==> src/rtl/cfg_ld_pkg.sv <==
package cfg_ld_pkg;

    // Header layout in serial order (bit 0 is the first bit on the wire)
    localparam int HDR_BITS   = 40;
    localparam int LEN_W      = 24;
    localparam int CNT_W      = LEN_W + 1;
    // Position of the length field inside a 28-bit window ending at bit 39
    localparam int FIELD_HI   = 27;
    localparam int FIELD_LO   = 4;

    typedef enum logic [1:0] {
        ST_IDLE,
        ST_WAIT_INIT,
        ST_SHIFT,
        ST_STARTUP
    } ld_state_e;

    typedef struct packed {
        logic [7:0] data;
        logic       vld;
        logic [2:0] idx;
    } byte_slot_t;

    function automatic logic pick_bit(input logic [7:0] b, input logic [2:0] i,
                                      input logic lsb_first);
        return lsb_first ? b[i] : b[3'd7 - i];
    endfunction

endpackage

==> src/rtl/cfg_ld_sync.sv <==
module cfg_ld_sync #(
    parameter int   STAGES    = 2,
    parameter logic RESET_VAL = 1'b0
) (
    input  logic clk,
    input  logic rst,
    input  logic d,
    output logic q
);
    logic [STAGES-1:0] sr;

    generate
        if (STAGES == 1) begin : g_one
            always_ff @(posedge clk) begin
                if (rst) sr <= RESET_VAL;
                else     sr <= d;
            end
        end else begin : g_many
            always_ff @(posedge clk) begin
                if (rst) sr <= {STAGES{RESET_VAL}};
                else     sr <= {sr[STAGES-2:0], d};
            end
        end
    endgenerate

    assign q = sr[STAGES-1];
endmodule

==> src/rtl/cfg_ld_phase.sv <==
module cfg_ld_phase #(
    parameter int HALF_CYC = 2
) (
    input  logic clk,
    input  logic rst,
    input  logic clear,
    input  logic run,
    output logic tick
);
    localparam int CW = (HALF_CYC > 1) ? $clog2(HALF_CYC) : 1;

    logic [CW-1:0] cnt;

    assign tick = run && (cnt == CW'(HALF_CYC - 1));

    always_ff @(posedge clk) begin
        if (rst || clear)  cnt <= '0;
        else if (run)      cnt <= tick ? '0 : cnt + 1'b1;
    end
endmodule

==> src/rtl/cfg_ld_hdr.sv <==
module cfg_ld_hdr
    import cfg_ld_pkg::*;
(
    input  logic clk,
    input  logic rst,
    input  logic clear,
    input  logic bit_done,
    input  logic bit_val,
    output logic last_bit
);
    logic [FIELD_HI-1:0] win;
    logic [FIELD_HI:0]   win_next;
    logic [CNT_W-1:0]    cnt;
    logic [CNT_W-1:0]    cnt_next;
    logic [LEN_W-1:0]    len_q;
    logic [LEN_W-1:0]    field;
    logic                at_hdr_end;
    logic [LEN_W-1:0]    len_eff;

    assign win_next   = {win, bit_val};
    assign field      = win_next[FIELD_HI:FIELD_LO];
    assign cnt_next   = cnt + 1'b1;
    assign at_hdr_end = (cnt_next == CNT_W'(HDR_BITS));
    assign len_eff    = at_hdr_end ? field : len_q;
    assign last_bit   = bit_done && (cnt_next >= CNT_W'(HDR_BITS))
                        && (cnt_next >= {1'b0, len_eff});

    always_ff @(posedge clk) begin
        if (rst || clear) begin
            win   <= '0;
            cnt   <= '0;
            len_q <= '0;
        end else if (bit_done) begin
            win <= win_next[FIELD_HI-1:0];
            cnt <= cnt_next;
            if (at_hdr_end) len_q <= field;
        end
    end
endmodule

==> src/rtl/cfg_serial_loader.sv <==
module cfg_serial_loader
    import cfg_ld_pkg::*;
#(
    parameter int HALF_CYC    = 2,
    parameter int SYNC_STAGES = 2,
    parameter int LIMIT_W     = 16
) (
    input  logic               clk,
    input  logic               rst,
    input  logic               start,
    input  logic               lsb_first,
    input  logic [LIMIT_W-1:0] startup_limit,
    input  logic               src_valid,
    input  logic [7:0]         src_data,
    output logic               src_ready,
    input  logic               cfg_init_n,
    input  logic               cfg_done,
    output logic               cfg_cclk,
    output logic               cfg_din,
    output logic               busy,
    output logic               done,
    output logic               init_error,
    output logic               timeout
);
    ld_state_e          state;
    byte_slot_t         slot;
    logic               order_q;
    logic               phase_hi;
    logic [LIMIT_W-1:0] su_cnt;
    logic               init_s, done_s;
    logic               tick, run, active, abort;
    logic               cur_bit, bit_done, last_bit;

    cfg_ld_sync #(.STAGES(SYNC_STAGES), .RESET_VAL(1'b0)) u_sync_init (
        .clk(clk), .rst(rst), .d(cfg_init_n), .q(init_s));

    cfg_ld_sync #(.STAGES(SYNC_STAGES), .RESET_VAL(1'b0)) u_sync_done (
        .clk(clk), .rst(rst), .d(cfg_done), .q(done_s));

    assign active = (state == ST_SHIFT) || (state == ST_STARTUP);
    assign abort  = active && !init_s;
    assign run    = ((state == ST_SHIFT) && (phase_hi || slot.vld))
                    || (state == ST_STARTUP);

    cfg_ld_phase #(.HALF_CYC(HALF_CYC)) u_phase (
        .clk(clk), .rst(rst), .clear(!active), .run(run), .tick(tick));

    assign cur_bit  = pick_bit(slot.data, slot.idx, order_q);
    assign bit_done = (state == ST_SHIFT) && phase_hi && tick && !abort;

    cfg_ld_hdr u_hdr (
        .clk(clk), .rst(rst), .clear(state == ST_IDLE),
        .bit_done(bit_done), .bit_val(cur_bit), .last_bit(last_bit));

    assign src_ready = (state == ST_SHIFT) && !slot.vld;
    assign cfg_din   = ((state == ST_SHIFT) && slot.vld) ? cur_bit : 1'b1;
    assign cfg_cclk  = phase_hi;
    assign busy      = (state != ST_IDLE);

    always_ff @(posedge clk) begin
        if (rst) begin
            state      <= ST_IDLE;
            slot       <= '0;
            order_q    <= 1'b0;
            phase_hi   <= 1'b0;
            su_cnt     <= '0;
            done       <= 1'b0;
            init_error <= 1'b0;
            timeout    <= 1'b0;
        end else begin
            case (state)
                ST_IDLE: begin
                    if (start) begin
                        state      <= ST_WAIT_INIT;
                        order_q    <= lsb_first;
                        slot       <= '0;
                        su_cnt     <= '0;
                        phase_hi   <= 1'b0;
                        done       <= 1'b0;
                        init_error <= 1'b0;
                        timeout    <= 1'b0;
                    end
                end
                ST_WAIT_INIT: begin
                    if (init_s) state <= ST_SHIFT;
                end
                ST_SHIFT: begin
                    if (abort) begin
                        state      <= ST_IDLE;
                        init_error <= 1'b1;
                        phase_hi   <= 1'b0;
                        slot.vld   <= 1'b0;
                    end else begin
                        if (src_valid && src_ready)
                            slot <= '{data: src_data, vld: 1'b1, idx: 3'd0};
                        if (tick) begin
                            if (!phase_hi) begin
                                phase_hi <= 1'b1;
                            end else begin
                                phase_hi <= 1'b0;
                                if (last_bit) begin
                                    state    <= ST_STARTUP;
                                    slot.vld <= 1'b0;
                                end else if (slot.idx == 3'd7) begin
                                    slot.vld <= 1'b0;
                                end else begin
                                    slot.idx <= slot.idx + 3'd1;
                                end
                            end
                        end
                    end
                end
                ST_STARTUP: begin
                    if (abort) begin
                        state      <= ST_IDLE;
                        init_error <= 1'b1;
                        phase_hi   <= 1'b0;
                    end else if (!phase_hi && done_s) begin
                        state <= ST_IDLE;
                        done  <= 1'b1;
                    end else if (tick) begin
                        if (!phase_hi) begin
                            if (su_cnt >= startup_limit) begin
                                state   <= ST_IDLE;
                                timeout <= 1'b1;
                            end else begin
                                phase_hi <= 1'b1;
                                su_cnt   <= su_cnt + 1'b1;
                            end
                        end else begin
                            phase_hi <= 1'b0;
                        end
                    end
                end
                default: state <= ST_IDLE;
            endcase
        end
    end
endmodule

==> config.mk <==
export PLATFORM = sky130hd
export DESIGN_NAME = cfg_serial_loader
export DESIGN_NICKNAME = d
export VERILOG_FILES = /design/src/rtl/cfg_ld_pkg.sv /design/src/rtl/cfg_ld_sync.sv /design/src/rtl/cfg_ld_phase.sv /design/src/rtl/cfg_ld_hdr.sv /design/src/rtl/cfg_serial_loader.sv
export SDC_FILE = /design/constraint.sdc
export NUM_CORES = 1
export LEC_CHECK = 0
export BUFFER_PORTS_ARGS = -buffer_cell sky130_fd_sc_hd__clkbuf_2
export CORE_AREA = 5 5 160 162
export CTS_CLUSTER_DIAMETER = 150
export DETAILED_ROUTE_END_ITERATION = 6
export DIE_AREA = 0 0 165 167
export GPL_TIMING_DRIVEN = 0
export PLACE_DENSITY = 0.54
export SLEW_MARGIN = 10
export SYNTH_ARGS = -nofsm -noshare
export SYNTH_HDL_FRONTEND = slang
export SYNTH_HIERARCHICAL = 1
export SYNTH_SLANG_ARGS = --single-unit
==> constraint.sdc <==
create_clock -name clk -period 9.3 [get_ports clk]
set_input_delay 1.395 -clock clk [delete_from_list [all_inputs] [get_ports clk]]
set_output_delay 1.395 -clock clk [all_outputs]
set_load 0.02 [all_outputs]
# Word-level counts from Yosys, hierarchy flattened

Cells that the tools add are included.

Bits in registers: 116
Output and inout bits: 7
Logic and storage cells: 150

Add/subtract/negate cells: 5
$lt $le $gt $ge: 5
Equality and inequality tests: 25
Multiplexer cells: 60
Reductions and logical operators: 39

Operators with widths:

| kind                                                                                 | number |
|---|---|
| 16-bit two-way mux                                                                   | 6 |
| 16-bit case mux with 2 select lines                                                  | 1 |
| 25-bit by 1-bit adder with 25-bit output, second input constant                      | 1 |
| 25-bit by 6-bit equality test with 1-bit output, second input constant               | 1 |
| 25-bit by 24-bit greater-or-equal comparator with 1-bit output                       | 1 |
| 25-bit by 6-bit greater-or-equal comparator with 1-bit output, second input constant | 1 |
| 1-bit two-way mux                                                                    | 25 |
| 12-bit two-way mux                                                                   | 2 |
| 24-bit two-way mux                                                                   | 1 |
| 12-bit case mux with 2 select lines                                                  | 1 |
| 2-bit two-way mux                                                                    | 11 |
| 16-bit by 1-bit adder with 16-bit output, second input constant                      | 1 |
| 16-bit greater-or-equal comparator                                                   | 1 |
| 3-bit inequality test, second input constant                                         | 5 |
| 2-bit inequality test, second input constant                                         | 7 |
| 7-bit AND reduction                                                                  | 2 |
| 1-bit logical AND                                                                    | 12 |
| 2-bit by 1-bit inequality test with 1-bit output, second input constant              | 5 |
| 3-bit two-way mux                                                                    | 3 |
| 3-bit by 4-bit < comparator with 1-bit output, second input constant                 | 2 |
| 4-bit two-way mux                                                                    | 2 |
| 8-bit two-way mux                                                                    | 1 |
| 4-bit by 3-bit inequality test with 1-bit output, second input constant              | 2 |
| 2-bit case mux with 4 select lines                                                   | 1 |
| other kinds (21)                                                                     | 39 |

# Logic depth before layout (Yosys ltp)

Gate-level depths: netlist of the first run.

Depth after elaboration: 13
Mapped depth: 23
Depth with buffers taken out: 22

# By module

Netlist of the first run, hierarchy kept.

By module, submodules not included:

| module            | times used | cells an instance | area each (um^2) | sequential area each (um^2) |
|---|---|---|---|---|
| cfg_ld_hdr        | 1          | 541               | 4549.4           | 1521.5 |
| cfg_serial_loader | 1          | 298               | 2357.3           | 700.7 |
| cfg_ld_sync       | 2          | 4                 | 52.6             | 40.0 |
| cfg_ld_phase      | 1          | 4                 | 46.3             | 20.0 |

# Worst setup path after synthesis of the first run

OpenSTA, ideal clock, no wires.

Path type: register to register
From: register u_hdr.cnt[9]
To: register slot[1] (netlist bit)
Setup time: 0.128 ns
Data arrival time: 4.650 ns
Data required time: 9.172 ns
Slack: 4.523 ns
Cell stages (with the launch flop): 22
Buffers on the path: 2
Clock period less this slack: 4.777 ns
Cell sequence: dfxtp_1 -> buf_2 -> nand4_2 -> or4_4 -> or4_4 -> o21ai_2 -> nand4_2 -> a2111oi_4 -> buf_6 -> mux2i_1 -> ha_1 -> a2111oi_0 -> o21ai_0 -> o2111ai_1 -> nand3_1 -> a21oi_1 -> o211ai_1 -> and3_1 -> o31ai_1 -> a31oi_1 -> a22oi_1 -> nor2_1

Cells in the longest elaborated chain, start to end: 10
Elaborated cells on any way between the ends: 12
Classes of those cells: add/sub: 1; order compare: 2; eq/ne: 1; mux: 6; reduce/logical: 2

RTL lines:

| element                                                        | RTL line                 | source |
|---|---|---|
| start: declaration                                             | cfg_ld_hdr.sv:13         | `logic [CNT_W-1:0] cnt;` |
| start signal: assignment                                       | cfg_ld_hdr.sv:35         | `cnt <= cnt_next;` |
| 25-bit by 1-bit adder with 25-bit output *                     | cfg_ld_hdr.sv:22         | `assign cnt_next = cnt + 1'b1;` |
| 25-bit by 6-bit equality test with 1-bit output                | cfg_ld_hdr.sv:23         | `assign at_hdr_end = (cnt_next == CNT_W'(HDR_BITS));` |
| 24-bit two-way mux                                             | cfg_ld_hdr.sv:24         | `assign len_eff = at_hdr_end ? field : len_q;` |
| 25-bit by 24-bit greater-or-equal comparator with 1-bit output | cfg_ld_hdr.sv:26         | `&& (cnt_next >= {1'b0, len_eff});` |
| 1-bit logical AND *                                            | cfg_ld_hdr.sv:26         |  |
| named net last_bit                                             | cfg_serial_loader.sv:32  | `logic cur_bit, bit_done, last_bit;` |
| 3-bit two-way mux *                                            | cfg_serial_loader.sv:101 | `if (last_bit) begin` |
| 4-bit two-way mux *                                            | cfg_serial_loader.sv:97  | `if (!phase_hi) begin` |
| 4-bit two-way mux *                                            | cfg_serial_loader.sv:96  | `if (tick) begin` |
| 3-bit two-way mux *                                            | cfg_serial_loader.sv:88  | `if (abort) begin` |
| 12-bit case mux with 2 select lines *                          | cfg_serial_loader.sv:71  | `case (state)` |
| end signal: assignment                                         | cfg_serial_loader.sv:95  | `slot <= '{data: src_data, vld: 1'b1, idx: 3'd0};` |
| end: declaration                                               | cfg_serial_loader.sv:26  | `byte_slot_t slot;` |

The timed path passes the listed nets; every way through them passes the cells marked *. The select of a mux whose other input is x is not followed.
A chain may end at the register's enable or synchronous reset.

# Final worst setup path of the first run

From: register u_hdr.cnt[2]
To: register state[0]

Cells in the longest elaborated chain, start to end: 7
Elaborated cells on any way between the ends: 9
Classes of those cells: add/sub: 1; order compare: 2; eq/ne: 2; mux: 1; reduce/logical: 3

RTL lines:

| element                                                        | RTL line                | source |
|---|---|---|
| 25-bit by 1-bit adder with 25-bit output *                     | cfg_ld_hdr.sv:22        |  |
| 25-bit by 6-bit equality test with 1-bit output                | cfg_ld_hdr.sv:23        |  |
| 24-bit two-way mux                                             | cfg_ld_hdr.sv:24        |  |
| 25-bit by 24-bit greater-or-equal comparator with 1-bit output | cfg_ld_hdr.sv:26        |  |
| 1-bit logical AND *                                            | cfg_ld_hdr.sv:26        |  |
| named net last_bit                                             | cfg_serial_loader.sv:32 |  |
| 3-bit inequality test (no source line) *                       | n/a                     |  |
| 8-bit AND reduction (no source line) *                         | n/a                     |  |
| end signal: assignment                                         | cfg_serial_loader.sv:62 | `state <= ST_IDLE;` |
| end signal: assignment                                         | cfg_serial_loader.sv:74 | `state <= ST_WAIT_INIT;` |
| end signal: assignment                                         | cfg_serial_loader.sv:85 | `if (init_s) state <= ST_SHIFT;` |
| end: declaration                                               | cfg_serial_loader.sv:25 | `ld_state_e state;` |

The timed path passes the listed nets; every way through them passes the cells marked *.

==> results.cfg, run 1 <==
[worst_setup_path]
cp_slowest_cell = a2111oi_4
slowest_delay_ns = 0.71
crit_chain = clkbuf_1 -> nand4_1 -> nor2_1 -> a21boi_0 -> nor3_1 -> nand2_1 -> a2111oi_4 -> buf_6 -> mux2i_1 -> ha_1 -> nand4_1 -> nor3_1 -> nand3_1 -> a21oi_1 -> a21oi_1 -> o211ai_1 -> and3_1 -> nand2_1 -> nor2_1 -> a21oi_1 -> o211ai_1 -> a21oi_1 -> a311oi_1
crit_type = register to register
worstPathMaxFanout = 10
reg2regPathDepth = 23
worstSetupEndpointType = register
cp.arrival_ns = 6.27
r2r_end = state[0]
critical-path-top-delay-family = simple AND/OR/NAND/NOR gates
worstPathRequired_ns = 9.62
startpoint_type = register
r2r_slack_ns = 3.35
r2r_start = u_hdr/cnt[2]
crit_buf_inv = 2
crit_top_cell = a21oi_1

[die]
die_y_um = 167
ios = 38
die_w_um = 165
core_area_um2 = 24000
rows = 57
die_area_um2 = 27600
initial_core_util = 0.295

[sta]
fin_crit_sh = 0.640
tightest_slew_ns = 0.786
hold_viol_final = 0
period_minus_slack_ns = 5.95
fin_skew_ns = 0.00989
setup_viol = 0
tns_ns = 0
final-max-slew-violation-count = 0
clock.fmax_mhz = 168
relSlewSlack = 0.476
rsz0062_at_grt = no

[route]
via_per_inst = 4.93
vias = 6136
wl_per_cell_um = 14.4
finalWirelength_um = 17900
final_antenna_net_count = 0
drc = 0
first_pass_iters = 4
dr.first_iter.drc_count = 470

[pwr]
power_density_nw_per_um2 = 149
power.leakage_nw = 2.89
max-vdd-ir-drop_uv = 92.9

[finish]
layout-drive-gt1-share = 0.122
fillers = 2591
stdcell_area_um2 = 8240
nets = 983
diodes = 0
syn2layout_area_growth_pct = 16.8

[clocking]
clock_latency_ns = 0.42
cts-resized-gates = 0
holdBufCountCts = 0
ctsLongestPathBuffers = 2
cts_tree = built
cts.clk_slew.worst_paths_ns = 0.05
h-tree-depth = 4
cts_root_buffer = clkbuf_16
post_cts_buffers = 0
cts_num_sinks = 116
cts_buffers = 17

[hold_path]
min_path_cells = 1
worstHoldStart = u_sync_init/sr[0]
min_path_type = register to register
min_to = u_sync_init/sr[1]

[synthesis]
synth_xor_area_frac = 0.0608
synth_top_flop_cell = dfxtp_1
synth_compound_area_frac = 0.148
synth_top_family_by_area = simple AND/OR/NAND/NOR gates
synth_area_um2 = 7060
syn_area_per_cell_um2 = 8.29
yosysWarnings = 6
synthMuxAreaShare = 0.0924
ys_ff_latch = 116
ys_seq_area_frac = 0.329
synth-adder-area-share = 0.0798
async_flop_share = 0
synth.distinct_cells = 75
yosys.area_share.simple = 0.241
synth_edf_count = 0
synth_fp_nets = 927
synth_cells = 851

[global_routing]
globalRoute.totalOverflow = 0
grt_usage = 0.134
grt_max_degree = 17
first_global_vias = 5826
grt_pass1_wl_um = 30000
antenna_found_initial = 0

[placed_design]
routabilityCongestion = 0.867
place_area_um2 = 7650
io_buffer_count = 37
dpl.hpwl_um = 13200

[status]
status = complete, no violations

[flow_run]
cap_violations = 0
## worst reg2reg max path, cell delays in order (launching register included)
cell and delay (ns):
dfxtp_1 0.31, clkbuf_1 0.32, nand4_1 0.34, nor2_1 0.63
a21boi_0 0.27, nor3_1 0.23, nand2_1 0.11, a2111oi_4 0.71
buf_6 0.29, mux2i_1 0.35, ha_1 0.19, nand4_1 0.10
nor3_1 0.22, nand3_1 0.17, a21oi_1 0.16, a21oi_1 0.11
o211ai_1 0.19, and3_1 0.31, nand2_1 0.08, nor2_1 0.09
a21oi_1 0.05, o211ai_1 0.25, a21oi_1 0.11, a311oi_1 0.26
## state kept, by name (all words and copies together), names as in the netlist
name,cells
done,1
state,2
u_sync_init/sr,2
u_sync_done/sr,2
timeout,1
u_phase/cnt,1
order_q,1
cfg_cclk,1
init_error,1
u_hdr/len_q,24
u_hdr/win,27
u_hdr/cnt,25
slot,12
su_cnt,16
## cells in the mapped netlist, drive strengths merged (2+ instances only)
master   count  area share
nor2b        8      0.0071
xnor2       22       0.027
nand4       25       0.025
a21oi       57       0.040
nand2b       6      0.0053
ha          45       0.080
o22a        10       0.012
a21o         5      0.0055
or3          5      0.0044
a311oi       3      0.0037
nand3       64       0.047
and3         8      0.0080
a31oi        5      0.0044
clkbuf      39       0.021
or2          5      0.0044
a211oi       4      0.0043
and3b        2      0.0025
nor3        26       0.020
dfxtp      116        0.33
inv         25       0.013
o211ai       4      0.0043
o21a         6      0.0064
and4         6      0.0074
nor2        87       0.046
nor3b        2      0.0037
or4          3      0.0043
xor2        27       0.034
mux4         4       0.013
a41oi        3      0.0037
a22oi        4      0.0043
buf         18       0.015
nand2       75       0.040
mux2i       55       0.078
and2         4      0.0041
o21ai       43       0.031
a2111oi      6       0.012
nor4         6      0.0062
## placed cells by master (no fill, tap or decap), types with 6 or more instances in the layout
master,n
o21a_1,6
and4_1,6
xor2_1,27
clkbuf_2,38
clkbuf_1,41
nand2_1,75
nor2_1,87
nor3_1,24
clkbuf_16,17
and3_1,6
ha_1,45
nand4_1,22
mux2i_1,55
xnor2_1,22
a21oi_1,57
o21ai_0,42
nand2b_1,6
dfxtp_1,116
buf_2,10
nor2b_1,8
inv_1,24
o22a_1,10
nand3_1,62
## per-layer routing
metal / routed length (um) / vias to the layer above / part of all wire / GRT usage
met1: 8960 / 2847 / 0.50 / 0.189
met2: 7970 / 106 / 0.45 / 0.208
li1: - / 3162 / - / -
met3: 738 / 21 / 0.041 / 0.0255
met5: 0 / - / 0 / 0
met4: 235 / 0 / 0.013 / 0.0358
## final cells by class
class,instances,area [um2],share of cell area
timing repair buffer,37,185,0.0225
tap,324,405,0.0492
inverter,25,93.8,0.0114
clock inverter,10,130,0.0158
buffer,57,254,0.0308
multi-input combinational,653,4390,0.532
clock buffer,22,464,0.0563
sequential,116,2320,0.282
## cells by family after synthesis
group,after synthesis
xor gates and xnor gates,49
muxes,60
AOI/OAI and AO/OA,163
and+or+nand+nor,336
buffers and inverters,82
adders and majority gates,45
DFF,116
## worst max path at each step
stage,start,end,slack (ns),cells after the start
finish,u_hdr/cnt[2],state[0],3.35,23
CTS,u_hdr/cnt[2],state[0],3.38,23
floorplan,u_hdr/cnt[9],slot[1],4.52,21
global placement,u_hdr/cnt[2],state[0],3.40,23
global route,u_hdr/cnt[0],state[0],2.77,22
detailed placement,u_hdr/cnt[0],state[0],3.43,22
## through the flow
step	power, mW	hold slack (ns)	cells	setup slack, ns	utilization
floorplan	0.545	0.414	851	4.52	-
global placement	0.566	0.438	1212	3.40	0.319
detailed placement	0.566	0.436	1212	3.43	0.319
CTS	1.24	0.453	1244	3.38	0.344
global route	1.27	0.480	1244	2.77	0.344
finish	1.22	0.449	1244	3.35	0.344
## where the power goes
group          total, mW  internal [mW]  switching [mW]
clock network      0.669          0.433           0.237
logic             0.0538         0.0187          0.0352
registers          0.501          0.500         0.00134
total               1.22          0.951           0.273
Power figures use the tool's default switching activity.
==> run 2: changes to the inputs <==
--- a/config.mk
+++ b/config.mk
@@ -11,7 +11,7 @@
 export DETAILED_ROUTE_END_ITERATION = 6
 export DIE_AREA = 0 0 165 167
 export GPL_TIMING_DRIVEN = 0
-export PLACE_DENSITY = 0.54
+export PLACE_DENSITY = 0.55
 export SLEW_MARGIN = 10
 export SYNTH_ARGS = -nofsm -noshare
 export SYNTH_HDL_FRONTEND = slang
==> constraint.sdc (replaced) <==
create_clock -name clk -period 4.98 [get_ports clk]
set_input_delay 0.747 -clock clk [delete_from_list [all_inputs] [get_ports clk]]
set_output_delay 0.747 -clock clk [all_outputs]
set_load 0.02 [all_outputs]
==> run 2 against run 1 <==
Combinational power is 91% higher. Wire length is 7.4% higher. Critical path type unchanged. Highest routed layer unchanged. Critical endpoint unchanged. Utilization is 2.7 points higher. Critical path depth is 1 higher. Cell count is 2.0% higher. Non-clock buffer count is 26 higher. Clock power is 66% higher. Power is 75% higher. Sequential power is 86% higher. Largest cell class unchanged. Register-to-register slack worse by 3.3 ns. Sequential cell count stayed put.
==> results.cfg, run 2 (same netlist as run 1, synthesis figures left out) <==
[pwr]
max-vdd-ir-drop_uv = 167
power_density_nw_per_um2 = 241
finalPower_mw = 2.14
power.leakage_nw = 3.15

[clocking]
cts_root_buffer = clkbuf_16
h-tree-depth = 4
cts_tree = built
cts_num_sinks = 116
cts_buffers = 17
clock_latency_ns = 0.42
cts.clk_slew.worst_paths_ns = 0.06
ctsLongestPathBuffers = 2

[global_routing]
antenna_found_initial = 0
grt_max_degree = 17
grt_usage = 0.139
grt_pass1_wl_um = 31100
first_global_vias = 5956
globalRoute.totalOverflow = 0

[route]
via_per_inst = 5.06
first_pass_iters = 5
wl_per_cell_um = 15.2
dr.first_iter.drc_count = 385
finalWirelength_um = 19200
final_antenna_net_count = 0
drc = 0
vias = 6417

[sta]
relSlewSlack = 0.456
period_minus_slack_ns = 4.96
rsz0062_at_grt = yes
tightest_slew_ns = 0.816
fin_skew_ns = 0.0150
fin_crit_sh = 0.997
hold_viol_final = 0
final-max-slew-violation-count = 0
clock.fmax_mhz = 202
whs_ns = 0.444
setup_viol = 0

[die]
die_area_um2 = 27600
initial_core_util = 0.295
die_y_um = 167
rows = 57
ios = 38
core_area_um2 = 24000
die_w_um = 165

[placed_design]
io_buffer_count = 37
dpl.hpwl_um = 13400
routabilityCongestion = 0.837
place_area_um2 = 7650

[finish]
layout_common_cells = dfxtp_1, nor2_1, nand2_1, nand3_1, a21oi_1
largest-register = u_hdr/win
final_util = 0.371
largest_reg_flops = 27
reg.largest.list = u_hdr/win: 27 flops, u_hdr/cnt: 25 flops, u_hdr/len_q: 24 flops
fillers = 2451
syn2layout_area_growth_pct = 26.1
diodes = 0
final_common_cell = dfxtp_1
stdcell_area_um2 = 8900
nets = 1009
layout-drive-gt1-share = 0.219

[hold_path]
min_path_type = register to register

[worst_setup_path]
worstPathRequired_ns = 5.29
cp.arrival_ns = 5.27
crit_type = register to register
worstSetupEndpointType = register
startpoint_type = register
worstPathMaxFanout = 7

[status]
status = complete, no violations

[flow_run]
cap_violations = 0
==> run 2: power breakdown <==
| part | total (mW) | switching (mW) | internal [mW] | leakage (nW) |
|---|---|---|---|---|
| Clock | 1.11 | 0.439 | 0.667 | 0.258 |
| Sequential | 0.932 | 0.00247 | 0.930 | 0.946 |
| Combinational | 0.103 | 0.0671 | 0.0361 | 1.95 |
| Total | 2.14 | 0.508 | 1.63 | 3.15 |
==> run 2: what timing repair did <==
| item | 4_1_cts | 5_1_grt |
|---|---|---|
| pin swaps | 15 | 14 |
| cloned | 0 | 0 |
| hold buffers | 0 | 0 |
| gates resized for setup | 70 | 44 |
| setup endpoints to repair | 6 | 6 |
| setup buffers | 20 | 18 |
==> run 2: metal layers <==
layer,vias up,wire length [um],GRT usage
met5,-,0,0
met4,0,189,0.0358
met3,16,906,0.0304
met2,132,8980,0.218
met1,3050,9160,0.192
li1,3219,-,-
==> run 2: worst paths after layout <==
check / endpoint / slack, ns / start / depth (start not counted)
setup / recovery: state[0] / 0.02 / u_hdr/cnt[14] / 24
hold / removal: u_sync_done/sr[1] / 0.44 / u_sync_done/sr[0] / 1
setup reg to reg: state[0] / 0.02 / u_hdr/cnt[14] / 24
hold reg to reg: u_sync_done/sr[1] / 0.44 / u_sync_done/sr[0] / 1
==> run 2: layout make-up <==
cell class | instances | area, um2 | area share
inverter | 25 | 93.8 | 0.0105
timing repair buffer | 75 | 527 | 0.0592
buffer | 45 | 249 | 0.0280
tap | 324 | 405 | 0.0456
multi-input combinational | 653 | 4730 | 0.532
clock inverter | 9 | 56.3 | 0.00633
sequential | 116 | 2360 | 0.265
clock buffer | 22 | 474 | 0.0533
==> run 2: worst max-delay path, cell delays in order (launching register included) <==
cell and delay (ns):
dfxtp_4 0.39, nand4_1 0.12, or4_4 0.56, or4_4 0.44, o21ai_4 0.10, nand4_4 0.12, a2111oi_4 0.29, buf_6 0.19
buf_12 0.15, buf_12 0.10, mux2i_4 0.25, ha_4 0.16, nand4_1 0.14, nor3_4 0.19, nand3_2 0.15, a21oi_2 0.15
a21oi_2 0.08, o211ai_1 0.19, and3_4 0.26, nand2_2 0.06, nor2_1 0.09, a21oi_1 0.05, o211ai_1 0.24, a21oi_1 0.11
a311oi_1 0.25
==> run 2: metrics by stage <==
| step | setup slack (ns) | TNS (ns) | instances |
|---|---|---|---|
| floorplan | 0.203 | 0 | 851 |
| global placement | -0.912 | -4.78 | 1212 |
| detailed placement | -0.959 | -4.91 | 1212 |
| CTS | 0.00223 | 0 | 1255 |
| global route | -0.251 | -0.749 | 1269 |
| finish | 0.0174 | 0 | 1269 |
